File: src/rtl/txs_pkg.sv
package txs_pkg;
  typedef enum logic [2:0] {
    S_IDLE = 3'd0,
    S_PRE  = 3'd1,
    S_DATA = 3'd2,
    S_FCS  = 3'd3,
    S_JAM  = 3'd4
  } txs_state_t;

  localparam logic [31:0] CRC32_POLY_REFL = 32'hEDB88320;
endpackage

File: src/rtl/tx_pattern_gen.sv
module tx_pattern_gen #(
  parameter int PRE_BITS = 62,
  parameter int CNT_W    = 6
) (
  input  logic             jam,
  input  logic [CNT_W-1:0] cnt,
  output logic             pat_bit
);
  // Alternating 1,0 for the preamble, ones for the sync bits and the jam.
  always_comb begin
    if (jam)
      pat_bit = 1'b1;
    else if (int'(cnt) >= PRE_BITS)
      pat_bit = 1'b1;
    else
      pat_bit = ~cnt[0];
  end
endmodule

File: src/rtl/tx_crc_serial.sv
module tx_crc_serial #(
  parameter int          W    = 32,
  parameter logic [W-1:0] POLY = 32'hEDB88320
) (
  input  logic clk,
  input  logic rst,
  input  logic init,
  input  logic feed,
  input  logic shift,
  input  logic din,
  output logic fcs_bit
);
  logic [W-1:0] crc_q;

  // The low bit of the reflected register is the highest-order term.
  assign fcs_bit = ~crc_q[0];

  always_ff @(posedge clk) begin
    if (rst || init)
      crc_q <= '1;
    else if (feed)
      crc_q <= (crc_q >> 1) ^ ((crc_q[0] ^ din) ? POLY : '0);
    else if (shift)
      crc_q <= {1'b1, crc_q[W-1:1]};
  end
endmodule

File: src/rtl/tx_byte_shifter.sv
module tx_byte_shifter #(
  parameter int W = 8
) (
  input  logic         clk,
  input  logic         rst,
  input  logic         load,
  input  logic         shift,
  input  logic [W-1:0] din,
  output logic         bit_o
);
  logic [W-1:0] sh_q;

  assign bit_o = sh_q[0];

  always_ff @(posedge clk) begin
    if (rst)
      sh_q <= '0;
    else if (load)
      sh_q <= din;
    else if (shift)
      sh_q <= {1'b0, sh_q[W-1:1]};
  end
endmodule

File: src/rtl/tx_serial_framer.sv
module tx_serial_framer #(
  parameter int DATA_W    = 8,
  parameter int PRE_BITS  = 62,
  parameter int SYNC_BITS = 2,
  parameter int FCS_BITS  = 32,
  parameter int JAM_BITS  = 32
) (
  input  logic              clk,
  input  logic              rst,
  input  logic              start,
  input  logic              collision,
  input  logic [DATA_W-1:0] fifo_data,
  input  logic              fifo_empty,
  input  logic              fifo_last,
  output logic              fifo_rd,
  output logic              tx_bit,
  output logic              tx_en,
  output logic              frame_done,
  output logic              col_abort,
  output logic              underrun
);
  import txs_pkg::*;

  localparam int HDR_BITS = PRE_BITS + SYNC_BITS;
  localparam int MAX_A    = (HDR_BITS > FCS_BITS) ? HDR_BITS : FCS_BITS;
  localparam int MAX_CNT  = (MAX_A > JAM_BITS) ? MAX_A : JAM_BITS;
  localparam int CNT_W    = $clog2(MAX_CNT);
  localparam int BPOS_W   = (DATA_W > 1) ? $clog2(DATA_W) : 1;

  txs_state_t        state_q;
  logic [CNT_W-1:0]  cnt_q;
  logic [BPOS_W-1:0] bpos_q;
  logic              last_q;

  logic pat_bit, sh_bit, fcs_bit, cur_bit;
  logic live, hit, load_pt, hdr_end, byte_end;

  assign live     = (state_q == S_PRE) || (state_q == S_DATA) || (state_q == S_FCS);
  assign hit      = collision && live;
  assign hdr_end  = (state_q == S_PRE) && (cnt_q == CNT_W'(HDR_BITS - 1));
  assign byte_end = (state_q == S_DATA) && (bpos_q == BPOS_W'(DATA_W - 1));
  assign load_pt  = hdr_end || (byte_end && !last_q);
  assign fifo_rd  = load_pt && !hit && !fifo_empty;

  tx_pattern_gen #(.PRE_BITS(PRE_BITS), .CNT_W(CNT_W)) u_pat (
    .jam(state_q == S_JAM), .cnt(cnt_q), .pat_bit(pat_bit)
  );

  tx_byte_shifter #(.W(DATA_W)) u_shift (
    .clk(clk), .rst(rst), .load(fifo_rd),
    .shift(state_q == S_DATA), .din(fifo_data), .bit_o(sh_bit)
  );

  tx_crc_serial #(.W(32), .POLY(CRC32_POLY_REFL)) u_crc (
    .clk(clk), .rst(rst), .init(state_q == S_IDLE),
    .feed(state_q == S_DATA), .shift(state_q == S_FCS),
    .din(sh_bit), .fcs_bit(fcs_bit)
  );

  always_comb begin
    unique case (state_q)
      S_PRE, S_JAM: cur_bit = pat_bit;
      S_DATA:       cur_bit = sh_bit;
      S_FCS:        cur_bit = fcs_bit;
      default:      cur_bit = 1'b0;
    endcase
  end

  always_ff @(posedge clk) begin
    if (rst) begin
      state_q    <= S_IDLE;
      cnt_q      <= '0;
      bpos_q     <= '0;
      last_q     <= 1'b0;
      tx_bit     <= 1'b0;
      tx_en      <= 1'b0;
      frame_done <= 1'b0;
      col_abort  <= 1'b0;
      underrun   <= 1'b0;
    end else begin
      tx_bit     <= cur_bit;
      tx_en      <= (state_q != S_IDLE);
      frame_done <= 1'b0;
      col_abort  <= 1'b0;
      underrun   <= 1'b0;
      if (fifo_rd) last_q <= fifo_last;

      if (hit) begin
        state_q <= S_JAM;
        cnt_q   <= '0;
      end else begin
        unique case (state_q)
          S_IDLE: if (start) begin
            state_q <= S_PRE;
            cnt_q   <= '0;
          end
          S_PRE: begin
            if (hdr_end) begin
              if (fifo_empty) begin
                state_q  <= S_IDLE;
                underrun <= 1'b1;
              end else begin
                state_q <= S_DATA;
                bpos_q  <= '0;
              end
            end else begin
              cnt_q <= cnt_q + 1'b1;
            end
          end
          S_DATA: begin
            if (byte_end) begin
              bpos_q <= '0;
              if (last_q) begin
                state_q <= S_FCS;
                cnt_q   <= '0;
              end else if (fifo_empty) begin
                state_q  <= S_IDLE;
                underrun <= 1'b1;
              end
            end else begin
              bpos_q <= bpos_q + 1'b1;
            end
          end
          S_FCS: begin
            if (cnt_q == CNT_W'(FCS_BITS - 1)) begin
              state_q    <= S_IDLE;
              frame_done <= 1'b1;
            end else begin
              cnt_q <= cnt_q + 1'b1;
            end
          end
          S_JAM: begin
            if (cnt_q == CNT_W'(JAM_BITS - 1)) begin
              state_q   <= S_IDLE;
              col_abort <= 1'b1;
            end else begin
              cnt_q <= cnt_q + 1'b1;
            end
          end
          default: state_q <= S_IDLE;
        endcase
      end
    end
  end
endmodule

File: config.mk
export PLATFORM = sky130hd
export DESIGN_NAME = tx_serial_framer
export DESIGN_NICKNAME = d
export VERILOG_FILES = /design/src/rtl/txs_pkg.sv /design/src/rtl/tx_pattern_gen.sv /design/src/rtl/tx_crc_serial.sv /design/src/rtl/tx_byte_shifter.sv /design/src/rtl/tx_serial_framer.sv
export SDC_FILE = /design/constraint.sdc
export NUM_CORES = 1
export LEC_CHECK = 0
export BUFFER_PORTS_ARGS = -buffer_cell sky130_fd_sc_hd__buf_4
export CELL_PAD_IN_SITES_DETAIL_PLACEMENT = 1
export CELL_PAD_IN_SITES_GLOBAL_PLACEMENT = 1
export CORE_MARGIN = 5
export CORE_UTILIZATION = 48
export CTS_BUF_LIST = sky130_fd_sc_hd__clkbuf_16
export DETAILED_ROUTE_END_ITERATION = 8
export PLACE_DENSITY_LB_ADDON = 0.1
export SETUP_SLACK_MARGIN = 0.4
export SLEW_MARGIN = 0
export SYNTH_ARGS = -nofsm -noshare
export SYNTH_HDL_FRONTEND = slang
export SYNTH_SLANG_ARGS = --single-unit
File: constraint.sdc
create_clock -name clk -period 3.4 [get_ports clk]
set_input_delay 0.68 -clock clk [delete_from_list [all_inputs] [get_ports clk]]
set_output_delay 0.68 -clock clk [all_outputs]
set_load 0.02 [all_outputs]
== Word-level counts from Yosys, hierarchy flattened ==
Index checks and enable logic that the tools add are counted.
W data, S select, Z words.
Word-level totals
  register bits: 58
  bits of input ports: 14
  word-level logic and storage cells: 104
Operators by class
  add/subtract/negate cells: 2
  $lt $le $gt $ge: 1
  equality and inequality tests: 21
  multiplexer cells: 33
  bitwise logic cells: 7
  reductions and logical operators: 28
Operators with widths (number)
  $mux W32: 3
  $xor A31 B32 Y32: 1
  $mux W3: 10
  $mux W6: 5
  $pmux W6 S4: 1
  $mux W8: 2
  $ne A2 B2 Y1 const B: 7
  $ne A3 B3 Y1 const B: 4
  $pmux W3 S4: 1
  $reduce_and A5 Y1: 2
  $mux W1: 7
  $add A6 B1 Y6 const B: 1
  $eq A3 B2 Y1 const B: 2
  $eq A3 B3 Y1 const B: 2
  $eq A6 B5 Y1 const B: 1
  $eq A6 B6 Y1 const B: 1
  $ge A6 B6 Y1 const B: 1
  $logic_and A1 B1 Y1: 6
  $pmux W3 S2: 1
  $reduce_and A6 Y1: 1
  $reduce_bool A2 Y1: 3
  $reduce_or A2 Y1: 3
  $reduce_or A3 Y1: 2
  $not A1 Y1: 5
  15 further kinds: 20

== Logic depth before layout (Yosys ltp) ==
Gate-level depths: netlist of run 1.
  depth in word-level cells: 8
  mapped depth: 7
  depth with buffers taken out: 7

== Modules after synthesis ==
From an unflattened synthesis of run 1, not the netlist that was laid out.
Unflattened totals
  cell total of the unflattened synthesis: 298
  area, all modules: 2751.4 um^2
Modules (own cells, without submodules)
  tx_crc_serial: times used 1, cells each 144, area each 1353.8 um^2, sequential area each 640.6 um^2
  tx_serial_framer: times used 1, cells each 115, area each 1008.5 um^2, sequential area each 360.3 um^2
  tx_byte_shifter: times used 1, cells each 35, area each 369.1 um^2, sequential area each 160.2 um^2
  tx_pattern_gen: times used 1, cells each 4, area each 20.0 um^2, sequential area each 0.0 um^2

== Worst setup path after synthesis of run 1 ==
Ideal clock, no wire load.
  path kind: register to output
  start point: register cnt_q[0]
  end point: output port fifo_rd
  arrival time: 1.613 ns
  required time: 2.720 ns
  setup slack: 1.107 ns
  cell stages (with the launch flop): 7
  path buffers: 1
  path through: dfxtp_1 -> ha_1 -> nand4_1 -> nor3_2 -> o211ai_4 -> buf_6 -> inv_1
Between the ends
  longest elaborated chain between the ends: 5
Ends and longest elaborated chain
  start: declaration: line tx_serial_framer.sv:31  | logic [CNT_W-1:0] cnt_q;
  start signal: assignment: line tx_serial_framer.sv:107  | cnt_q <= cnt_q + 1'b1;
  start signal: assignment: line tx_serial_framer.sv:129  | cnt_q <= cnt_q + 1'b1;
  start signal: assignment: line tx_serial_framer.sv:137  | cnt_q <= cnt_q + 1'b1;
  $eq A6 B6 Y1: line tx_serial_framer.sv:40  | assign hdr_end = (state_q == S_PRE) && (cnt_q == CNT_W'(HDR_BITS - 1));
  $logic_and A1 B1 Y1: line tx_serial_framer.sv:40
  $logic_or A1 B1 Y1: line tx_serial_framer.sv:42  | assign load_pt = hdr_end || (byte_end && !last_q);
  $logic_and A1 B1 Y1 (2 in series): line tx_serial_framer.sv:43  | assign fifo_rd = load_pt && !hit && !fifo_empty;
  end: declaration: line tx_serial_framer.sv:15  | output logic fifo_rd,
Every way passes these cells.

== Worst setup path in the final report of run 1 ==
Same ends and word-level chain as after synthesis.

==> results of run 1 <==
==> critical path: stages (launching register included) <==
cell,delay (ns)
dfxtp_1,0.41
ha_1,0.25
nand4_1,0.33
nor3_4,0.32
o211ai_4,0.25
inv_1,0.11
buf_4,0.14
==> logic make-up (layout without fill, tap and decap cells) <==
group	Yosys count	in the layout	share of synthesized area (%)
xor gates and xnor gates	17	17	5.672
muxes	3	3	1.192
adders and majority gates	4	4	1.907
AOI/OAI and AO/OA	59	59	18.45
DFF	58	58	44.23
and+or+nand+nor	136	136	24.17
buffers and inverters	25	48	4.385
==> state kept, by name, indices dropped and copies added, names as in the netlist <==
signal        count
state_q           3
col_abort         1
bpos_q            3
tx_en             1
u_crc.crc_q      32
cnt_q             6
last_q            1
tx_bit            1
underrun          1
u_shift.sh_q      8
frame_done        1
==> power by group through the flow <==
| stage | combinational, mW | sequential [mW] | clock, mW |
|---|---|---|---|
| final | 0.608 | 0.845 | 0.932 |
| after global routing | 0.678 | 0.861 | 0.988 |
| after detailed placement | 0.596 | 0.856 | 0 |
| after global placement | 0.581 | 0.849 | 0 |
| after CTS | 0.609 | 0.844 | 0.943 |
| after floorplan | 0.466 | 0.837 | 0 |
==> routing by layer <==
metal | global-route usage (%) | up-vias | part of all wire (%)
met5 | 0 | - | 0
met4 | 9.211 | 0 | 2.2
met3 | 3.751 | 12 | 3.5
met2 | 28.63 | 40 | 46
met1 | 24.61 | 1059 | 49
li1 | - | 1103 | -
==> cell type report <==
type	instances	area (µm²)
Multi-Input combinational cell	219	1358
Fill cell	629	2262
Clock inverter	6	82.58
Timing Repair Buffer	27	202.7
Tap cell	72	90.09
Clock buffer	9	225.2
Sequential cell	58	1162
Inverter	6	22.52
==> stage by stage <==
stage,utilization [%],hold WS (ns)
after floorplan,-,0.4404
after CTS,57.45,0.4714
after detailed placement,51.76,0.4568
final,58.15,0.4671
after global placement,51.76,0.4482
after global routing,58.15,0.4831
==> timing repair <==
action / CTS / global route
endpoints found under the hold margin: 0 / 0
resized for setup: 0 / 2
buffers inserted: 0 / 4
endpoints found under the setup margin: 0 / 1
==> cells in the final DEF, fill, tap and decap left out, types with 2 or more instances in the layout <==
cell       netlist  routed
xnor2_1          2       2
a21oi_1         10      10
o21a_1           2       2
ha_1             4       4
nor3b_1          2       2
bufinv_16        0       2
o211ai_1        16      16
a22o_1           3       3
and4_1           2       2
nand2_1         67      67
xor2_1          15      15
dfxtp_1         58      57
mux2i_1          2       2
a31oi_1          2       2
o21ai_0          5       5
nor4_1           3       3
and3_1           2       2
clkinv_2         0       3
clkbuf_16        0       9
buf_4            0      27
nor2_1          20      19
a211oi_1         5       5
or2_2            2       2
inv_1            6       6
nor3_1           2       2
nand4_1          2       2
nand2b_1         3       3
a311oi_2         7       7
nand3_1         24      24
==> how the worst min path moves through the flow <==
stage	to	slack (ns)	cells past startpoint
5_1_grt	u_crc.crc_q[3]	0.48	2
3_5_place_dp	u_crc.crc_q[18]	0.46	2
4_1_cts	u_crc.crc_q[7]	0.47	2
6_report	u_crc.crc_q[3]	0.47	2
3_3_place_gp	u_crc.crc_q[18]	0.45	2
2_1_floorplan	u_crc.crc_q[11]	0.44	2
==> qor.txt, run 1 <==
synth warn -> 0
Max Root-Sink Buffers -> 2
Vias -> 2214
site row count -> 27
Comb pwr share -> 25.5%
Initial Utilization -> 48.56%
CTS tree -> yes
Distinct cells, synth -> 46
post-DP HPWL -> 3855 µm
Die Y-Extent -> 83.95 µm
leading cell type by number of instances after synthesis -> nand2_1
crit end category -> primary output
crit path kind -> register to primary output
hold path startpoint -> u_crc.crc_q[3]
Final #Nets -> 339
Core ar. -> 0.005405 mm²
Clock power frac -> 39.1%
post-DR vias/cell -> 5.577
asr flop ratio synth -> 0%
r2r startpoint -> cnt_q[0]
top cells by area, synth -> dfxtp_1 44%, nand2_1 9.6%, xor2_1 5.0%
Port Buf Inserts -> 19
RSZ-0062 raised after global routing -> false
maxcap violations -> 0
post-route clock period utilization -> 82.79%
pre-CTS setup slack -> 0.8368 ns
Final Hold Vio Count -> 0
drt total wl -> 6220 µm
post-synthesis sequential area ratio -> 44.23%
first-pass GRT wire length -> 10670 µm
Fmax -> 0.3553 GHz
Slew headroom -> 51.25%
Layout area overhead -> 19.73%
Seq pwr share -> 35.4%
min-delay worst type -> register to register
design area -> 0.003143 mm²
Post-Syn Nets -> 320
R2R depth -> 7
worst vdd ir -> 374.9 µV
status -> finished clean
Post-Syn Instances -> 302
power density over the cells -> 758.7 mW/mm²
largest net degree at the start of global routing -> 44
CTS sink count -> 58
First DRT Iteration DRCs -> 130
Avg Inst Size Synth -> 8.692 µm²
I/O pin count -> 20
antenna violations before repair -> 0
Seq cells post-synth -> 58
grt ovf -> 0
Post-CTS Hold Buffers -> 0
P_leak -> 1.308 nW
setup tns final -> 0 ns
skew final -> 0.007170 ns
H-Tree Depth -> 3
layout cells sized above 1 -> 18.15%
Max Slew Vio Count -> 0
DRT antenna net count -> 0
placed cells -> 378
cell taking the most area after synthesis -> dfxtp_1
Non-Filler Instances -> 397
worst setup path end -> fifo_rd
Setup WS post-layout -> 0.5851 ns
CP Launch Point -> cnt_q[0]
die area -> 0.007048 mm²
post-synth top area share -> 44.23%
Crit path required time -> 2.72 ns
post-place instance area -> 0.002798 mm²
Clock Latency Late Sink -> 0.32 ns
post-route minimum period -> 2.815 ns
crit path DAT -> 2.13 ns
Cell Area, Synth -> 0.002625 mm²
startpoint type of the worst setup path -> register
global placement routability congestion -> 0.7835
number of global-route vias before repair -> 2208
root buffer cell -> clkbuf_16
Worst Tran Pin Value -> 0.7295 ns
internal power -> 1.615 mW
drt drc -> 0
critical path fanouts, max -> 17
Global Route Usage Sum -> 18.57%
Initial DRT Pass Iterations -> 4
Sw Share -> 32.28%
P_sw -> 0.7698 mW
r2r endpoint -> state_q[1]
Setup-failing EPs final -> 0
n_diodes -> 0
Routed WL per cell -> 15.67 µm
CTS Buf Count -> 9
reg-to-reg setup timing slack -> 1.18 ns
Post-synth EDFFs -> 0
Synth top cells by count -> 67 x nand2_1, 58 x dfxtp_1, 24 x nand3_1
Clock transition at path regs -> 0.05 ns
ys flop type -> dfxtp_1
Die Width -> 83.95 µm
Power Total -> 2.385 mW
Power figures use the tool's default switching activity.
==> run 2: changes to the inputs <==
ABC_AREA = 1   (was unset)
CORE_UTILIZATION = 39   (was 48)
clock period = 2.3 ns   (was 3.4 ns; I/O delays follow)
==> run 2 against run 1 <==
Design area is 11% higher. Clock skew is 0.0021 ns lower. Setup slack got worse by 0.18 ns. Count of clock-buffer cells in the layout is the same. First-iteration DRC count shrank 0.77%. Register-to-register slack worse by 0.63 ns. Total power grew 58%. Die area increased by 25%. Non-clock buffer count up 16. Final cell count rose by 33%. Global-route usage hardly changed. Combinational power is 100% higher. Critical endpoint unchanged.
==> qor.txt, run 2 <==
status -> finished clean (unchanged)
number of global-route vias before repair -> 2766 (was 2208)
r2r startpoint -> state_q[1] (was cnt_q[0])
CP max-delay cell -> dfxtp_4 (was dfxtp_1)
startpoint type of the worst setup path -> register (unchanged)
Post-Syn Instances -> 387 (was 302)
Non-Filler Instances -> 527 (was 397)
skew final -> 0.005063 ns (was 0.007170 ns)
Final Hold Vio Count -> 0 (unchanged)
post-synthesis sequential area ratio -> 42.41% (was 44.23%)
fraction of the mapped netlist area in simple logic gates -> 37.57% (was 24.17%)
Avg Inst Size Synth -> 7.074 µm² (was 8.692 µm²)
Max Root-Sink Buffers -> 2 (unchanged)
power density over the cells -> 1080 mW/mm² (was 758.7 mW/mm²)
Post-synth EDFFs -> 0 (unchanged)
top cells by area, synth -> dfxtp_1 42%, nand2_1 17%, nand3_1 9.9% (was dfxtp_1 44%, nand2_1 9.6%, xor2_1 5.0%)
Largest register FFs -> 32 (unchanged)
P_sw -> 1.364 mW (was 0.7698 mW)
grt ovf -> 0 (unchanged)
post-DR vias/cell -> 5.004 (was 5.577)
maxcap violations -> 0 (unchanged)
synth warn -> 0 (unchanged)
CTS sink count -> 58 (unchanged)
worst vdd ir -> 496.2 µV (was 374.9 µV)
Max Slew Vio Count -> 0 (unchanged)
ys flop type -> dfxtp_1 (unchanged)
crit path kind -> register to primary output (unchanged)
Clock Latency Late Sink -> 0.32 ns (about the same)
Final #Nets -> 444 (was 339)
Hold Crit Endpoint -> u_shift.sh_q[7] (was u_crc.crc_q[3])
crit path DAT -> 1.43 ns (was 2.13 ns)
CTS Buf Count -> 9 (unchanged)
placed cells -> 495 (was 378)
reg-to-reg setup timing slack -> 0.55 ns (was 1.18 ns)
post-route minimum period -> 1.894 ns
R2R depth -> 11 (was 7)
Worst Tran Pin Value -> 0.3924 ns (was 0.7295 ns)
CP peak stage delay -> 0.36 ns (was 0.41 ns)
largest net degree at the start of global routing -> 34 (was 44)
largest family of logic cells by synthesized area -> simple AND/OR/NAND/NOR gates (unchanged)
worst hold stages -> 3 (was 2)
P_leak -> 1.619 nW (was 1.308 nW)
drt drc -> 0 (unchanged)
Post-CTS Hold Buffers -> 0 (unchanged)
Port Buf Inserts -> 19 (unchanged)
Slew headroom -> 73.81% (was 51.25%)
antenna violations before repair -> 0 (unchanged)
Synth top cells by count -> 122 x nand2_1, 58 x dfxtp_1, 54 x nand3_1 (was 67 x nand2_1, 58 x dfxtp_1, 24 x nand3_1)
Seq pwr share -> 33.9% (was 35.4%)
xor/xnor cell area share of the yosys netlist -> 1.280% (was 5.672%)
Cell Area, Synth -> 0.002738 mm² (was 0.002625 mm²)
Seq cells post-synth -> 58 (unchanged)
layout cells sized above 1 -> 21.58% (was 18.15%)
root buffer cell -> clkbuf_16 (unchanged)
setup tns final -> 0 ns (unchanged)
Crit path required time -> 1.84 ns (was 2.72 ns)
n_diodes -> 0 (unchanged)
cell taking the most area after synthesis -> dfxtp_1 (unchanged)
Initial DRT Pass Iterations -> 4 (unchanged)
Core ar. -> 0.006832 mm² (was 0.005405 mm²)
post-synth top area share -> 42.41% (was 44.23%)
smallest hold slack -> 0.4049 ns (was 0.4671 ns)
CTS tree -> yes (unchanged)
Post-Syn Nets -> 405 (was 320)
Die Width -> 93.78 µm (was 83.95 µm)
Setup-failing EPs final -> 0 (unchanged)
I/O pin count -> 20 (unchanged)
first-pass GRT wire length -> 13010 µm (was 10670 µm)
crit end category -> primary output (unchanged)
global placement routability congestion -> 0.7887 (was 0.7835)
Global Route Usage Sum -> 18.58% (was 18.57%)
site row count -> 30 (was 27)
post-synthesis compound-gate area fraction -> 9.141% (was 18.45%)
First DRT Iteration DRCs -> 129 (was 130)
Routed WL per cell -> 14.10 µm (was 15.67 µm)
Clock power frac -> 33.9% (was 39.1%)
asr flop ratio synth -> 0% (unchanged)
Clock transition at path regs -> 0.05 ns (about the same)
leading cell type by number of instances after synthesis -> nand2_1 (unchanged)
RSZ-0062 raised after global routing -> true (was false)
Setup WS post-layout -> 0.4055 ns (was 0.5851 ns)
post-synthesis mux area share -> 0% (was 1.192%)
die area -> 0.008795 mm² (was 0.007048 mm²)
Layout area overhead -> 27.56% (was 19.73%)
DRT antenna net count -> 0 (unchanged)
Post-Synth Adder-Cell Area -> 1.828% (was 1.907%)
Top reg by flops -> u_crc.crc_q (unchanged)
most frequent CP cell -> nand2_4
Top Registers -> u_crc.crc_q (32), u_shift.sh_q (8), cnt_q (6) (unchanged)
most frequent cells in the layout -> 121 x nand2_1, 53 x nand3_1, 48 x dfxtp_1, 42 x buf_4, 31 x inv_1 (was 67 x nand2_1, 57 x dfxtp_1, 27 x buf_4, 24 x nand3_1, 19 x nor2_1)
Distinct cells, synth -> 29 (was 46)
hold path startpoint -> fifo_data[7] (was u_crc.crc_q[3])
Comb pwr share -> 32.3% (was 25.5%)
post-DP HPWL -> 4761 µm (was 3855 µm)
drt total wl -> 7429 µm (was 6220 µm)
Fmax -> 0.5278 GHz
commonest non-fill, non-tap cell in the layout -> nand2_1 (unchanged)
CP Cell Sequence -> ha_4, nand3_4, nor2_4, nand2_4, nand2_4, nand2_4, inv_2, buf_6 (was ha_1, nand4_1, nor3_4, o211ai_4, inv_1, buf_4)
H-Tree Depth -> 3 (unchanged)
critical path fanouts, max -> 3 (was 17)
Die Y-Extent -> 93.78 µm (was 83.95 µm)
Initial Utilization -> 40.07% (was 48.56%)
r2r endpoint -> bpos_q[0] (was state_q[1])
Sw Share -> 36.19% (was 32.28%)
post-route clock period utilization -> 82.37%
min-delay worst type -> primary input to register (was register to register)
internal power -> 2.406 mW (was 1.615 mW)
pre-CTS setup slack -> 0.3694 ns (was 0.8368 ns)
Vias -> 2637 (was 2214)
-- run 2: cell count changes after synthesis, sizes merged, moves of 7 or more --
cell,delta
a311oi,-8
nand3b,+7
nand2,+60
a21oi,+9
nor2,+13
nand3,+31
xor2,-13
inv,+30
-- run 2: timing repair --
| action | CTS | global route |
|---|---|---|
| setup endpoints to repair | 2 | 6 |
| setup buffers | 11 | 5 |
| pin swaps | 6 | 5 |
| hold endpoints to repair | 0 | 0 |
| gates resized for setup | 23 | 6 |
-- run 2: power groups by stage --
stage | logic (mW) | registers (mW) | clock network (mW)
finish | 1.22 | 1.28 | 1.28
floorplan | 0.817 | 1.26 | 0
global route | 1.38 | 1.30 | 1.35
CTS | 1.18 | 1.27 | 1.31
detailed placement | 1.11 | 1.28 | 0
global placement | 1.09 | 1.28 | 0
-- run 2: per-stage QoR --
step           utilization [%]  total power, mW  area, µm²
4_1_cts                  50.29            3.760       3436
3_5_place_dp             43.72            2.391       2987
5_1_grt                  51.12            4.027       3492
6_report                 51.12            3.770       3492
3_3_place_gp             43.72            2.362       2987
2_1_floorplan                -            2.077       2738
-- run 2: kinds of logic (layout without fill, tap and decap cells) --
group	count (synthesis)	count (layout)
buffers and inverters	51	95
adder cells (fa/ha/maj)	4	4
flip-flops	58	58
AO/OA/AOI/OAI	42	42
XOR/XNOR	4	4
AND/OR/NAND/NOR	228	228
-- run 2: routing by layer --
layer | up-vias | share of wire [%] | track usage, %
met4 | 0 | 1.7 | 6.498
met1 | 1251 | 47 | 23.67
met2 | 37 | 48 | 30.46
li1 | 1337 | - | -
met5 | - | 0 | 0
met3 | 12 | 2.9 | 4.567
-- run 2: worst max-delay path: cells and delay by family, from the launching register on --
family	cells	cell delay (ns)
and+or+nand+nor	5	0.43
DFF	1	0.36
buffers and inverters	2	0.17
adders and majority gates	1	0.15
-- run 2: area by class of cell --
type                            instances  area (µm²)
Clock buffer                            9       225.2
Multi-Input combinational cell        278        1443
Sequential cell                        58        1181
Timing Repair Buffer                   43       326.6
Clock inverter                          7       61.31
Inverter                               36       135.1
Tap cell                               96       120.1
Fill cell                             882        3339
-- run 2: worst max-delay path by stage --
stage / depth (start not counted) / endpoint / startpoint
2_1_floorplan: 7 / fifo_rd / cnt_q[1]
3_3_place_gp: 8 / fifo_rd / cnt_q[1]
3_5_place_dp: 8 / fifo_rd / cnt_q[1]
4_1_cts: 8 / fifo_rd / cnt_q[1]
5_1_grt: 7 / fifo_rd / state_q[1]
6_report: 8 / fifo_rd / cnt_q[0]
==> run 3: changes to the inputs <==
CORE_UTILIZATION = 43   (was 39)
clock period = 1.8 ns   (was 2.3 ns; I/O delays follow)
==> run 3 against run 2 <==
The run now ends with negative setup slack left. Worst hold slack lost 0.097 ns. Sequential share of layout area shrank 3.0 points. Total power rose by 36%. Via count up 3.6%. Design area rose by 10%. Count of clock-buffer cells in the layout up 1. Register-to-register slack lost 0.51 ns. Combinational power rose by 54%. Routed wire length is 14% higher. Critical path depth decreased by 1. Global-route usage is 0.74 points higher. Flip-flop and latch count stayed put. Highest routed layer unchanged.
==> qor.txt, run 3 (same netlist as run 2, synthesis figures left out) <==
P_leak -> 1.729 nW (was 1.619 nW)
Initial DRT Pass Iterations -> 4 (unchanged)
number of global-route vias before repair -> 2693 (was 2766)
Max Slew Vio Count -> 0 (unchanged)
post-place instance area -> 0.003058 mm² (was 0.002987 mm²)
largest net degree at the start of global routing -> 34 (unchanged)
Final #Nets -> 461 (was 444)
CP max-delay cell -> dfxtp_2 (was dfxtp_4)
crit end category -> primary output (unchanged)
skew final -> 0.01226 ns (was 0.005063 ns)
CTS tree -> yes (unchanged)
crit path DAT -> 1.49 ns (was 1.43 ns)
Largest register FFs -> 32 (unchanged)
crit path kind -> register to primary output (unchanged)
Power Total -> 5.124 mW (was 3.770 mW)
site row count -> 29 (was 30)
First DRT Iteration DRCs -> 92 (was 129)
utilization after layout -> 61.19% (was 51.12%)
Clock Latency Late Sink -> 0.34 ns (was 0.32 ns)
reg-to-reg setup timing slack -> 0.04 ns (was 0.55 ns)
Setup WS post-layout -> -0.05082 ns (was 0.4055 ns)
antenna violations before repair -> 0 (unchanged)
R2R depth -> 12 (was 11)
CP Cell Sequence -> ha_4, ha_4, nand4_1, nand2_4, nand2_4, inv_4, buf_6 (was ha_4, nand3_4, nor2_4, nand2_4, nand2_4, nand2_4, inv_2, buf_6)
power density over the cells -> 1334 mW/mm² (was 1080 mW/mm²)
drt drc -> 0 (unchanged)
failing checks -> negative setup slack
Global Route Usage Sum -> 19.32% (was 18.58%)
CTS Buf Count -> 9 (unchanged)
P_sw -> 1.929 mW (was 1.364 mW)
Core ar. -> 0.006277 mm² (was 0.006832 mm²)
n_diodes -> 0 (unchanged)
post-DP HPWL -> 4863 µm (was 4761 µm)
most frequent cells in the layout -> 106 x nand2_1, 50 x dfxtp_1, 48 x nand3_1, 47 x buf_4, 31 x inv_1 (was 121 x nand2_1, 53 x nand3_1, 48 x dfxtp_1, 42 x buf_4, 31 x inv_1)
pre-CTS setup slack -> 0.1273 ns (was 0.3694 ns)
min-delay worst type -> primary input to register (unchanged)
first-pass GRT wire length -> 12770 µm (was 13010 µm)
maxcap violations -> 0 (unchanged)
Final Hold Vio Count -> 0 (unchanged)
Hold Crit Endpoint -> bpos_q[1] (was u_shift.sh_q[7])
Worst Tran Pin Value -> 0.3782 ns (was 0.3924 ns)
critical path fanouts, max -> 2 (was 3)
hold path startpoint -> rst (was fifo_data[7])
Max Root-Sink Buffers -> 2 (unchanged)
Setup-failing EPs final -> 1 (was 0)
worst vdd ir -> 741.9 µV (was 496.2 µV)
layout cells sized above 1 -> 31.92% (was 21.58%)
drt total wl -> 8473 µm (was 7429 µm)
Post-CTS Hold Buffers -> 0 (unchanged)
global placement routability congestion -> 0.8430 (was 0.7887)
CP peak stage delay -> 0.35 ns (was 0.36 ns)
Sw Share -> 37.65% (was 36.19%)
Seq pwr share -> 32.0% (was 33.9%)
internal power -> 3.195 mW (was 2.406 mW)
post-route minimum period -> 1.851 ns
Port Buf Inserts -> 19 (unchanged)
post-route clock period utilization -> 102.8%
Clock transition at path regs -> 0.06 ns (was 0.05 ns)
root buffer cell -> clkbuf_16 (unchanged)
Die Width -> 89.79 µm (was 93.78 µm)
r2r endpoint -> u_shift.sh_q[5] (was bpos_q[0])
Die Y-Extent -> 89.79 µm (was 93.78 µm)
r2r startpoint -> bpos_q[0] (was state_q[1])
RSZ-0062 raised after global routing -> true (unchanged)
Slew headroom -> 74.69% (was 73.81%)
Crit path required time -> 1.44 ns (was 1.84 ns)
grt ovf -> 0 (unchanged)
Comb pwr share -> 36.8% (was 32.3%)
Clock power frac -> 31.3% (was 33.9%)
CTS sink count -> 58 (unchanged)
post-DR vias/cell -> 5.204 (was 5.004)
Top delay family on crit path -> simple AND/OR/NAND/NOR gates (unchanged)
status -> finished, violations left (was finished clean)
H-Tree Depth -> 3 (unchanged)
Top Registers -> u_crc.crc_q (32), u_shift.sh_q (8), cnt_q (6) (unchanged)
I/O pin count -> 20 (unchanged)
Initial Utilization -> 43.61% (was 40.07%)
startpoint type of the worst setup path -> register (unchanged)
design area -> 0.003841 mm² (was 0.003492 mm²)
Vias -> 2732 (was 2637)
DRT antenna net count -> 0 (unchanged)
commonest non-fill, non-tap cell in the layout -> nand2_1 (unchanged)
worst hold stages -> 2 (was 3)
Critical path buffers and inverters -> 2 (unchanged)
Fmax -> 0.5403 GHz
die area -> 0.008062 mm² (was 0.008795 mm²)
Routed WL per cell -> 16.14 µm (was 14.10 µm)
Top reg by flops -> u_crc.crc_q (unchanged)
Layout area overhead -> 40.31% (was 27.56%)
[run 3: routing by layer]
layer | vias to the layer above | track usage [%] | share of wire (%)
li1 | 1375 | - | -
met4 | 0 | 8.438 | 1.4
met1 | 1307 | 24.09 | 46
met3 | 14 | 4.591 | 2.5
met2 | 36 | 31.59 | 50
met5 | - | 0 | 0
[run 3: final cells by class]
class,count,area (µm²)
Fill cell,758,2436
Sequential cell,58,1184
Timing Repair Buffer,60,543.0
Clock inverter,6,31.28
Tap cell,77,96.34
Clock buffer,10,250.2
Inverter,36,151.4
Multi-Input combinational cell,278,1585
[run 3: power groups by stage]
stage | Combinational (mW) | Clock, mW | Sequential [mW]
floorplan | 1.05 | 0 | 1.62
global placement | 1.43 | 0 | 1.63
detailed placement | 1.46 | 0 | 1.64
CTS | 1.56 | 1.63 | 1.63
global route | 2.07 | 1.69 | 1.66
finish | 1.88 | 1.60 | 1.64
[run 3: worst max path at each step]
| stage | from | to | slack, ns | depth (start not counted) |
|---|---|---|---|---|
| 3_5_place_dp | cnt_q[0] | u_shift.sh_q[5] | 0.13 | 11 |
| 3_3_place_gp | state_q[2] | cnt_q[1] | 0.18 | 9 |
| 4_1_cts | cnt_q[0] | fifo_rd | -0.002 | 8 |
| 6_report | bpos_q[0] | fifo_rd | -0.05 | 7 |
| 5_1_grt | cnt_q[0] | fifo_rd | -0.09 | 8 |
| 2_1_floorplan | cnt_q[1] | fifo_rd | 0.34 | 7 |
[run 3: through the flow]
| stage | std cells | hold WS (ns) | setup TNS [ns] |
|---|---|---|---|
| 2_1_floorplan | 387 | 0.4291 | 0 |
| 4_1_cts | 509 | 0.2951 | -0.001670 |
| 6_report | 525 | 0.3080 | -0.05082 |
| 5_1_grt | 525 | 0.3341 | -0.1461 |
| 3_5_place_dp | 482 | 0.4448 | 0 |
| 3_3_place_gp | 482 | 0.4384 | 0 |
[run 3: timing repair]
item / CTS / global route
resized for setup: 25 / 57
cloned: 0 / 2
pin swaps: 7 / 11
buffers inserted: 11 / 14
endpoints found under the setup margin: 58 / 47
